===== config.mk =====
export PLATFORM = sky130hd
export DESIGN_NAME = fbscan_top
export DESIGN_NICKNAME = d
export VERILOG_FILES = /design/src/rtl/fbscan_pkg.sv /design/src/rtl/fbscan_regs.sv /design/src/rtl/fbscan_walker.sv /design/src/rtl/fbscan_top.sv
export SDC_FILE = /design/constraint.sdc
export NUM_CORES = 1
export LEC_CHECK = 0
export ABC_AREA = 0
export BUFFER_PORTS_ARGS = -buffer_cell sky130_fd_sc_hd__buf_2
export CAP_MARGIN = 20
export CORE_MARGIN = 8
export CORE_UTILIZATION = 65
export DETAILED_ROUTE_END_ITERATION = 7
export PLACE_DENSITY_LB_ADDON = 0.25
export SYNTH_ARGS = -nofsm -noshare
export SYNTH_HDL_FRONTEND = slang
export SYNTH_SLANG_ARGS = --single-unit

===== constraint.sdc =====
create_clock -name clk -period 13.74 [get_ports clk]
set_clock_uncertainty 0.05 [all_clocks]
set_input_delay 0.687 -clock clk [delete_from_list [all_inputs] [get_ports clk]]
set_output_delay 0.687 -clock clk [all_outputs]
set_load 0.005 [all_outputs]

===== src/rtl/fbscan_pkg.sv =====
package fbscan_pkg;

   // register select codes
   localparam logic [2:0] SEL_CTRL = 3'd0;
   localparam logic [2:0] SEL_TOP1 = 3'd1;
   localparam logic [2:0] SEL_BOT1 = 3'd2;
   localparam logic [2:0] SEL_TOP2 = 3'd3;
   localparam logic [2:0] SEL_BOT2 = 3'd4;

   // control bits 3..0 in this order; bit 4 is frame-done status
   typedef struct packed {
      logic port;
      logic ien;
      logic dual;
      logic run;
   } ctrl_t;

   localparam int STATUS_BIT = 4;

endpackage


===== src/rtl/fbscan_regs.sv =====
module fbscan_regs
   import fbscan_pkg::*;
#(
   parameter int ADDR_W = 32
) (
   input  logic              clk,
   input  logic              rst_n,
   input  logic              wr_en,
   input  logic [2:0]        sel,
   input  logic [ADDR_W-1:0] wdata,
   output logic [ADDR_W-1:0] rdata,
   output ctrl_t             ctrl_o,
   output logic [ADDR_W-1:0] top1_o,
   output logic [ADDR_W-1:0] bot1_o,
   output logic [ADDR_W-1:0] top2_o,
   output logic [ADDR_W-1:0] bot2_o,
   input  logic              frame_done_i,
   output logic              status_o
);

   generate
      if (ADDR_W < 8) begin : g_bad_width
         $error("fbscan_regs: ADDR_W must be at least 8");
      end
   endgenerate

   localparam int CW = $bits(ctrl_t);

   logic [ADDR_W-1:0] aligned_wd;
   logic              clr_req;

   assign aligned_wd = {wdata[ADDR_W-1:1], 1'b0};
   assign clr_req    = wr_en && (sel == SEL_CTRL) && wdata[STATUS_BIT];

   always_ff @(posedge clk) begin
      if (!rst_n) begin
         ctrl_o <= '0;
         top1_o <= '0;
         bot1_o <= '0;
         top2_o <= '0;
         bot2_o <= '0;
      end else if (wr_en) begin
         case (sel)
            SEL_CTRL: ctrl_o <= ctrl_t'(wdata[CW-1:0]);
            SEL_TOP1: top1_o <= aligned_wd;
            SEL_BOT1: bot1_o <= aligned_wd;
            SEL_TOP2: top2_o <= aligned_wd;
            SEL_BOT2: bot2_o <= aligned_wd;
            default: ;
         endcase
      end
   end

   // sticky frame-done, set wins over a clear in the same cycle
   always_ff @(posedge clk) begin
      if (!rst_n)            status_o <= 1'b0;
      else if (frame_done_i) status_o <= 1'b1;
      else if (clr_req)      status_o <= 1'b0;
   end

   always_comb begin
      rdata = '0;
      case (sel)
         SEL_CTRL: rdata[CW:0] = {status_o, ctrl_o};
         SEL_TOP1: rdata = top1_o;
         SEL_BOT1: rdata = bot1_o;
         SEL_TOP2: rdata = top2_o;
         SEL_BOT2: rdata = bot2_o;
         default:  rdata = '0;
      endcase
   end

   assert_status_source_R7: assert property (@(posedge clk) disable iff (!rst_n)
      $rose(status_o) |-> $past(frame_done_i));

   assert_status_sticky_R7: assert property (@(posedge clk) disable iff (!rst_n)
      (status_o && !clr_req) |=> status_o);

   assert_even_regs_R11: assert property (@(posedge clk) disable iff (!rst_n)
      !(top1_o[0] || bot1_o[0] || top2_o[0] || bot2_o[0]));

endmodule


===== src/rtl/fbscan_walker.sv =====
module fbscan_walker #(
   parameter int ADDR_W    = 32,
   parameter int BURST_LEN = 8
) (
   input  logic              clk,
   input  logic              rst_n,
   input  logic              run_i,
   input  logic              dual_i,
   input  logic [ADDR_W-1:0] top1_i,
   input  logic [ADDR_W-1:0] bot1_i,
   input  logic [ADDR_W-1:0] top2_i,
   input  logic [ADDR_W-1:0] bot2_i,
   input  logic              grant_i,
   output logic              valid_o,
   output logic [ADDR_W-1:0] addr_o,
   output logic              burst_o,
   output logic              frame_done_o
);

   generate
      if (BURST_LEN < 2 || (BURST_LEN & (BURST_LEN - 1)) != 0) begin : g_bad_burst
         $error("fbscan_walker: BURST_LEN must be a power of two, at least 2");
      end
   endgenerate

   localparam logic [ADDR_W-1:0] BURST_WORDS = ADDR_W'(BURST_LEN);
   localparam logic [ADDR_W-1:0] STEP_BURST  = ADDR_W'(BURST_LEN * 2);
   localparam logic [ADDR_W-1:0] STEP_SINGLE = ADDR_W'(2);

   logic              running;
   logic              in_fb2;
   logic [ADDR_W-1:0] cur_addr;
   logic [ADDR_W-1:0] act_top1, act_bot1, act_top2, act_bot2;

   logic [ADDR_W-1:0] cur_top, cur_bot, words_left, lin_next;
   logic              use_burst, hit_bottom, advance, go_fb2;

   assign cur_top    = in_fb2 ? act_top2 : act_top1;
   assign cur_bot    = in_fb2 ? act_bot2 : act_bot1;
   assign words_left = (cur_bot - cur_addr) >> 1;
   assign use_burst  = words_left >= BURST_WORDS;
   assign lin_next   = cur_addr + (use_burst ? STEP_BURST : STEP_SINGLE);
   assign hit_bottom = lin_next == cur_bot;
   assign advance    = running && grant_i;
   // the freshly loaded mode decides the follow-on buffer
   assign go_fb2     = !in_fb2 && dual_i;

   always_ff @(posedge clk) begin
      if (!rst_n) begin
         running  <= 1'b0;
         in_fb2   <= 1'b0;
         cur_addr <= '0;
         act_top1 <= '0;
         act_bot1 <= '0;
         act_top2 <= '0;
         act_bot2 <= '0;
      end else begin
         running <= run_i;
         if (!running && run_i) begin
            act_top1 <= top1_i;
            act_bot1 <= bot1_i;
            act_top2 <= top2_i;
            act_bot2 <= bot2_i;
            cur_addr <= top1_i;
            in_fb2   <= 1'b0;
         end else if (advance) begin
            if (hit_bottom) begin
               act_top1 <= top1_i;
               act_bot1 <= bot1_i;
               act_top2 <= top2_i;
               act_bot2 <= bot2_i;
               cur_addr <= go_fb2 ? top2_i : top1_i;
               in_fb2   <= go_fb2;
            end else begin
               cur_addr <= lin_next;
            end
         end
      end
   end

   assign valid_o      = running;
   assign addr_o       = cur_addr;
   assign burst_o      = use_burst;
   assign frame_done_o = advance && hit_bottom;

   assert_first_top1_R1: assert property (@(posedge clk) disable iff (!rst_n)
      $rose(valid_o) |-> addr_o == $past(top1_i));

   assert_hold_R2: assert property (@(posedge clk) disable iff (!rst_n)
      (valid_o && !grant_i && run_i) |=> ($stable(addr_o) && $stable(burst_o)));

   assert_in_window_R3: assert property (@(posedge clk) disable iff (!rst_n)
      valid_o |-> (addr_o >= cur_top && addr_o < cur_bot));

   assert_stop_R10: assert property (@(posedge clk) disable iff (!rst_n)
      !run_i |=> !valid_o);

   assert_halfword_R11: assert property (@(posedge clk) disable iff (!rst_n)
      valid_o |-> !addr_o[0]);

endmodule


===== src/rtl/fbscan_top.sv =====
module fbscan_top
   import fbscan_pkg::*;
#(
   parameter int ADDR_W    = 32,
   parameter int BURST_LEN = 8,
   parameter bit IRQ_REG   = 1'b0
) (
   input  logic              clk,
   input  logic              rst_n,
   input  logic              reg_wr,
   input  logic [2:0]        reg_sel,
   input  logic [ADDR_W-1:0] reg_wdata,
   output logic [ADDR_W-1:0] reg_rdata,
   output logic              req_valid,
   output logic [ADDR_W-1:0] req_addr,
   output logic              req_burst,
   output logic              req_port,
   output logic              req_prio,
   input  logic              req_grant,
   output logic              irq
);

   ctrl_t             ctrl;
   logic [ADDR_W-1:0] top1, bot1, top2, bot2;
   logic              frame_done, status;

   fbscan_regs #(.ADDR_W(ADDR_W)) u_regs (
      .clk          (clk),
      .rst_n        (rst_n),
      .wr_en        (reg_wr),
      .sel          (reg_sel),
      .wdata        (reg_wdata),
      .rdata        (reg_rdata),
      .ctrl_o       (ctrl),
      .top1_o       (top1),
      .bot1_o       (bot1),
      .top2_o       (top2),
      .bot2_o       (bot2),
      .frame_done_i (frame_done),
      .status_o     (status)
   );

   fbscan_walker #(.ADDR_W(ADDR_W), .BURST_LEN(BURST_LEN)) u_walker (
      .clk          (clk),
      .rst_n        (rst_n),
      .run_i        (ctrl.run),
      .dual_i       (ctrl.dual),
      .top1_i       (top1),
      .bot1_i       (bot1),
      .top2_i       (top2),
      .bot2_i       (bot2),
      .grant_i      (req_grant),
      .valid_o      (req_valid),
      .addr_o       (req_addr),
      .burst_o      (req_burst),
      .frame_done_o (frame_done)
   );

   assign req_port = ctrl.port;
   assign req_prio = 1'b1;

   generate
      if (IRQ_REG) begin : g_irq_flop
         logic irq_q;
         always_ff @(posedge clk) begin
            if (!rst_n) irq_q <= 1'b0;
            else        irq_q <= status && ctrl.ien;
         end
         assign irq = irq_q;
      end else begin : g_irq_direct
         assign irq = status && ctrl.ien;
      end
   endgenerate

   assert_irq_needs_enable_R8: assert property (@(posedge clk) disable iff (!rst_n)
      (irq && !IRQ_REG) |-> ctrl.ien);

endmodule


==> run summary, run 1 <==
EDFF count, synth = 0
Async set-reset flop share out of synthesis = 0%
Layout cells sized above 1 = 16.22%
Cell Area, Synth = 14100 µm²
Drt total wl = 46660 µm
Synthesized net count = 1839
Vias in the first global route = 12783
Syn. warnings = 0
Via count = 13560
Antenna diode count = 0
#FFs+latches synth = 224
Hold Crit Depth = 3
FMAX = 108.1 MHz
Max clock buf depth = 3
Clock transition at the registers of the reported paths = 0.06 ns
CP max FO = 42
PostCTS Resize Cnt = 0
Critical path arrival = 9.64 ns
Area growth syn-to-layout = 9.185%
Initial antenna violation count = 0
Hold Path Origin = reg_wdata[0]
Final Wtd Congestion = 1.017
Vias/cell = 6.519
Die Area = 26660 µm²
Core Box Area = 21550 µm²
Iteration-0 DRC Markers = 1628
Avg WL per Cell = 22.43 µm
TritonCTS Buffers = 24
Run status = finished clean
Input/output buffers = 105
Maximum VDD drop = 0.0001694 V
Hold buffers post-CTS = 0
Min setup slack post-route = 4.492 ns
Synth Instances = 1766
Congestion Overflow GR = 0
First-pass GRT wire length = 71790 µm
Detail Route Antenna Nets = 0
Library cells used by synthesis = 80
Clk root buf = clkbuf_16
Initial Util = 65.42%
Gr usage total = 33.83%
Drt pass-1 iters = 6
HP Class = in2reg
Period Utilization, post-route = 67.31%
Layout Nets = 1858
Clk_lat worst skew = 0.52 ns
Final worst path period need = 9.248 ns
Nature of the critical path endpoint = flop
Post-CTS Repair Setup Buffers = 0
Worst r2r src = u_walker.in_fb2
Setup TNS = 0 ns
Slew HR = 19.97%
DP Worst Slack = 4.694 ns
Pwr Density = 126.9 nW/µm²
Maxcap violations = 0
RSZ-0062 raised after global routing = false
Synth Flop Type = dfxtp_1
Least-Margin Pin Slew = 1.198 ns
Post-synthesis sequential area ratio = 31.80%
Row count = 54
Final HPWL from detailed placement = 32750 µm
H-tree level count = 1
Final setup fails = 0
Placed Area = 14570 µm²
CP Launch Type = flop
Leak pwr = 5.969 nW
Hold Path End = u_regs.ctrl_o[0]
Crit path kind = reg2reg
CTS sink count = 224
Layout fillers = 1708
Data required time at the worst endpoint = 14.13 ns
Largest net degree at the start of global routing = 122
CTS tree = built
Boundary Pins = 108
R2R cell count = 26
DRC Markers = 0
Die H = 163.3 µm
Die Wd = 163.3 µm
Final Max Tran Viols = 0
Commonest non-fill, non-tap cell in the layout = nand2_1
Hold Fails Final Rpt = 0
Most frequent cells in the layout = 431 x nand2_1, 224 x dfxtp_1, 124 x a21boi_0, 104 x buf_2
Crit. Startpoint = u_walker.in_fb2
Post-Layout Inst Area = 15390 µm²
Crit Reg-Reg Endpoint = u_walker.act_bot1[25]
Avg Cell Area, Syn = 7.984 µm²
Reg2reg setup slack = 4.49 ns
Yosys cell counts (all sizes together) (21+ instances only):
cell | count | share of area (%)
dfxtp | 224 | 32
nand2 | 451 | 12
ha | 34 | 3.0
a22o | 60 | 3.7
a22oi | 28 | 1.5
nor3 | 23 | 0.96
nand4 | 22 | 1.0
buf | 30 | 1.5
o21ai | 54 | 1.9
mux2 | 53 | 4.2
nor4 | 21 | 1.2
a21oi | 63 | 2.2
inv | 51 | 1.4
nor2 | 67 | 1.8
mux2i | 52 | 3.7
clkbuf | 102 | 2.7
xnor2 | 46 | 2.9
a21boi | 186 | 10
critical path: stages (launching register included):
cell,delay [ns]
dfxtp_1,0.76
buf_4,0.45
mux2_2,0.42
ha_1,0.38
a21o_1,0.19
a21oi_1,0.11
a211oi_1,0.75
o31ai_1,0.26
a211oi_1,0.36
o22ai_1,0.14
xnor2_1,0.14
a311oi_1,0.22
nand4_1,0.15
nor4_1,0.41
ha_1,0.33
ha_1,0.22
xnor2_1,0.19
xnor2_1,0.10
a2111oi_0,0.84
nor4b_2,0.37
nand4_1,0.13
nor4_1,0.45
and3_1,0.35
or2_2,0.52
buf_4,0.55
nand2_1,0.12
a21boi_1,0.18
final cells by class:
cell class / instances / area [µm²] / share of cell area, %
multi-input combinational: 1359 / 8874 / 57.64
sequential: 224 / 4484 / 29.13
clock buffer: 34 / 719.4 / 4.673
timing repair buffer: 125 / 690.7 / 4.486
tap: 280 / 350.3 / 2.276
inverter: 51 / 191.4 / 1.243
clock inverter: 7 / 85.08 / 0.5527
worst max-delay path by stage:
stage,to,slack (ns),cells past startpoint
after CTS,u_walker.act_bot1[25],4.61,26
after global placement,u_walker.act_bot2[13],4.88,26
final,u_walker.act_bot1[25],4.49,26
after global routing,u_walker.act_bot1[22],4.02,26
after floorplan,u_walker.act_bot1[10],7.02,31
after detailed placement,u_walker.act_bot1[25],4.69,26
layer usage:
metal	vias up	track usage, %	share of wire, %
met2	831	51.65	44
li1	6202	-	-
met3	104	4.839	11
met5	-	0	0
met1	6423	48.26	42
met4	0	10.76	2.7
power by group:
group | internal, W | total, W | switching (W)
Sequential | 0.000659 | 0.000671 | 0.0000121
Clock | 0.000399 | 0.000661 | 0.000262
Combinational | 0.000240 | 0.000622 | 0.000382
through the flow:
| stage | std cells | util (%) | hold slack [ns] | total power (W) |
|---|---|---|---|---|
| floorplan | 1766 | - | 0.3773 | 0.001145 |
| global placement | 2038 | 67.60 | 0.3852 | 0.001247 |
| detailed placement | 2038 | 67.60 | 0.3904 | 0.001265 |
| CTS | 2079 | 71.33 | 0.3695 | 0.001918 |
| global route | 2080 | 71.43 | 0.3969 | 0.002021 |
| finish | 2080 | 71.43 | 0.3738 | 0.001954 |
registers in the layout, indices dropped and copies added (netlist names):
| register | flops |
|---|---|
| u_regs.bot1_o | 31 |
| u_regs.bot2_o | 31 |
| u_regs.ctrl_o | 4 |
| u_regs.status_o | 1 |
| u_regs.top1_o | 31 |
| u_regs.top2_o | 31 |
| u_walker.act_bot1 | 31 |
| u_walker.act_bot2 | 31 |
| u_walker.addr_o | 31 |
| u_walker.in_fb2 | 1 |
| u_walker.valid_o | 1 |
kinds of logic after synthesis:
group	count (synthesis)	share of synthesized area, %
AO/OA/AOI/OAI	480	24.99
XOR/XNOR	66	5.076
adder cells (fa/ha/maj)	34	3.017
buffers and inverters	183	5.555
flip-flops	224	31.80
multiplexers	106	8.111
other	2	0.05326
AND/OR/NAND/NOR	671	21.40
Power figures use the tool's default switching activity.
==> run 2, diff against run 1 <==
Settings changed: ABC_AREA 0 to 1, CORE_UTILIZATION 65 to 55.
Clock period 13.74 ns to 8.3 ns, I/O delays scaled along.
==> run 2 against run 1 <==
  * Sequential cell count is the same
  * Core utilization shrank 9.7 points
  * Wire length grew 1.8%
  * Clock power grew 62%
  * Final cell count grew 22%
  * Non-clock buffer count grew 1
  * Die area grew 13%
  * Area after synthesis shrank 3.6%
  * Design area shrank 2.5%
  * Worst hold slack lost 0.24 ns
  * Sequential share of layout area grew 0.74 points
  * Setup slack lost 3.8 ns
  * Critical path type unchanged
  * Critical endpoint is now u_walker.act_bot2[31]
  * Largest cell class unchanged
  * Largest power group unchanged
==> run summary, run 2 <==
Avg Cell Area, Syn = 6.274 µm²
DRC Markers = 0
Initial antenna violation count = 0
CP Launch Type = flop
Gr usage total = 30.17%
Synthesized net count = 2240
Vias in the first global route = 13495
Most frequent cells in the layout = 420 x nand2_1, 255 x inv_1, 242 x nor2_1, 227 x o21ai_0, 224 x dfxtp_1
Core Box Area = 24320 µm²
Clk root buf = clkbuf_16
Pwr Density = 182.0 nW/µm²
Finished Layout Cells = 2544
Antenna diode count = 0
Data required time at the worst endpoint = 8.71 ns
#FFs+latches synth = 224
Synth Flop Type = dfxtp_1
Via count = 14971
Iteration-0 DRC Markers = 1824
Nature of the critical path endpoint = flop
Boundary Pins = 108
Post-synth top area share = 32.98%
Setup TNS = 0 ns
Final Total Pwr = 0.002733 W
Slew HR = 26.94%
Top Family by Delay on Critical Path = simple AND/OR/NAND/NOR gates
First-pass GRT wire length = 74420 µm
Die H = 173.2 µm
Most area-consuming cells after synthesis = dfxtp_1 33%, nand2_1 12%, o21ai_0 8.4%
Final Wtd Congestion = 0.9700
Vias/cell = 5.885
Placed Area = 14200 µm²
Layout fillers = 2386
TritonCTS Buffers = 23
Synth Instances = 2167
Area of the multi-input gates = 7597 µm²
Synth cell count leaders = 422 x nand2_1, 256 x inv_1, 243 x nor2_1, 227 x o21ai_0, 224 x dfxtp_1
Drt total wl = 47520 µm
H-tree level count = 1
Maxcap violations = 0
Post-Layout Inst Area = 15010 µm²
Avg WL per Cell = 18.68 µm
Detail Route Antenna Nets = 0
Clk_lat worst skew = 0.52 ns
CP max stage delay = 0.58 ns
Max clock buf depth = 3
DP Worst Slack = 0.7533 ns
Most common cell in the netlist = nand2_1
Layout cells sized above 1 = 9.189%
Final Max Tran Viols = 0
WP buf/inv = 4
Final setup fails = 0
Cell Area, Synth = 13600 µm²
Async set-reset flop share out of synthesis = 0%
Critical path arrival = 8.01 ns
Library cells used by synthesis = 43
Min setup slack post-route = 0.6932 ns
Post-synthesis sequential area ratio = 32.98%
EDFF count, synth = 0
Final worst path period need = 7.607 ns
Period Utilization, post-route = 91.65%
Cell taking the most area after synthesis = dfxtp_1
CP most frequent cell = nor2_1
Area growth syn-to-layout = 10.44%
Input/output buffers = 105
Crit path kind = reg2reg
Commonest non-fill, non-tap cell in the layout = nand2_1
CTS sink count = 224
Largest net degree at the start of global routing = 98
Placed cell count = 2501
Hold buffers post-CTS = 0
Initial Util = 55.90%
CP max FO = 55
Row count = 57
FMAX = 131.5 MHz
HP Class = in2reg
Final HPWL from detailed placement = 33870 µm
Die Area = 30010 µm²
Leak pwr = 6.671 nW
CTS tree = built
Least-Margin Pin Slew = 1.096 ns
CP max-delay cell = o21ai_0
Clock transition at the registers of the reported paths = 0.07 ns
Syn. warnings = 0
RSZ-0062 raised after global routing = false
Layout Nets = 2276
Hold Fails Final Rpt = 0
Register area = 4484 µm²
Drt pass-1 iters = 6
Run status = finished clean
Die Wd = 173.2 µm
Congestion Overflow GR = 0
Maximum VDD drop = 0.0001772 V
==> run 2: cell types whose count changed after synthesis, moves of 56 or more <==
cell,change
o22ai_1,+56
inv_1,+205
nand3_1,+174
o21ai_0,+175
a22o_1,-60
nor2_1,+177
a21oi_1,+159
a21boi_0,-123
==> run 2: tightest hold or removal path: stages <==
cell and delay, ns:
buf_2 0.12, inv_1 0.07, a21oi_1 0.05
==> run 2: repair_timing <==
item | 4_1_cts | 5_1_grt
endpoints found under the setup margin | 0 | 25
buffers inserted | 0 | 0
resized for setup | 0 | 1
==> run 2: routing by layer <==
metal  vias up  part of all wire, %  routed length [µm]  track usage, %
met4         0                  2.3                1105           7.905
met3        85                   10                4807           3.659
met1      6862                   44               21140           43.76
met2       819                   43               20470           46.46
met5         -                    0                   0               0
li1       7205                    -                   -               -
==> run 2: kinds of logic (layout without fill, tap and decap cells) <==
group	count (synthesis)	after routing	share of synthesized area, %
XOR/XNOR	26	26	1.675
flip-flops	224	224	32.98
AO/OA/AOI/OAI	540	540	21.17
other	2	2	0.05524
AND/OR/NAND/NOR	948	948	29.69
buffers and inverters	393	446	11.30
adder cells (fa/ha/maj)	34	34	3.129
==> run 2: where the power goes <==
group / switching [W] / internal, W / total [W]
registers: 0.0000188 / 0.00111 / 0.00113
logic: 0.000369 / 0.000161 / 0.000530
clock network: 0.000445 / 0.000628 / 0.00107
total: 0.000833 / 0.00190 / 0.00273
==> run 2: final timing paths <==
kind	startpoint	to	slack (ns)	cells after the start
min	reg_wdata[4]	u_regs.bot1_o[4]	0.13	3
max reg2reg	u_walker.in_fb2	u_walker.act_bot2[31]	0.69	33
max	u_walker.in_fb2	u_walker.act_bot2[31]	0.69	33
min reg2reg	u_regs.ctrl_o[0]	u_walker.valid_o	0.40	2
==> run 2: area by class of cell <==
class / instances / area share (%)
multi-input cells: 1550 / 50.60
flip-flops and latches: 224 / 29.87
inverters: 278 / 6.950
repair buffers: 126 / 4.700
clock buffers: 33 / 4.483
well taps: 324 / 2.700
clock inverters: 9 / 0.7000
==> run 2: per-stage QoR <==
step / hold WS, ns / utilization [%]
2_1_floorplan: 0.3571 / -
3_3_place_gp: 0.3915 / 58.40
3_5_place_dp: 0.3933 / 58.40
4_1_cts: 0.1255 / 61.60
5_1_grt: 0.1484 / 61.74
6_report: 0.1339 / 61.74
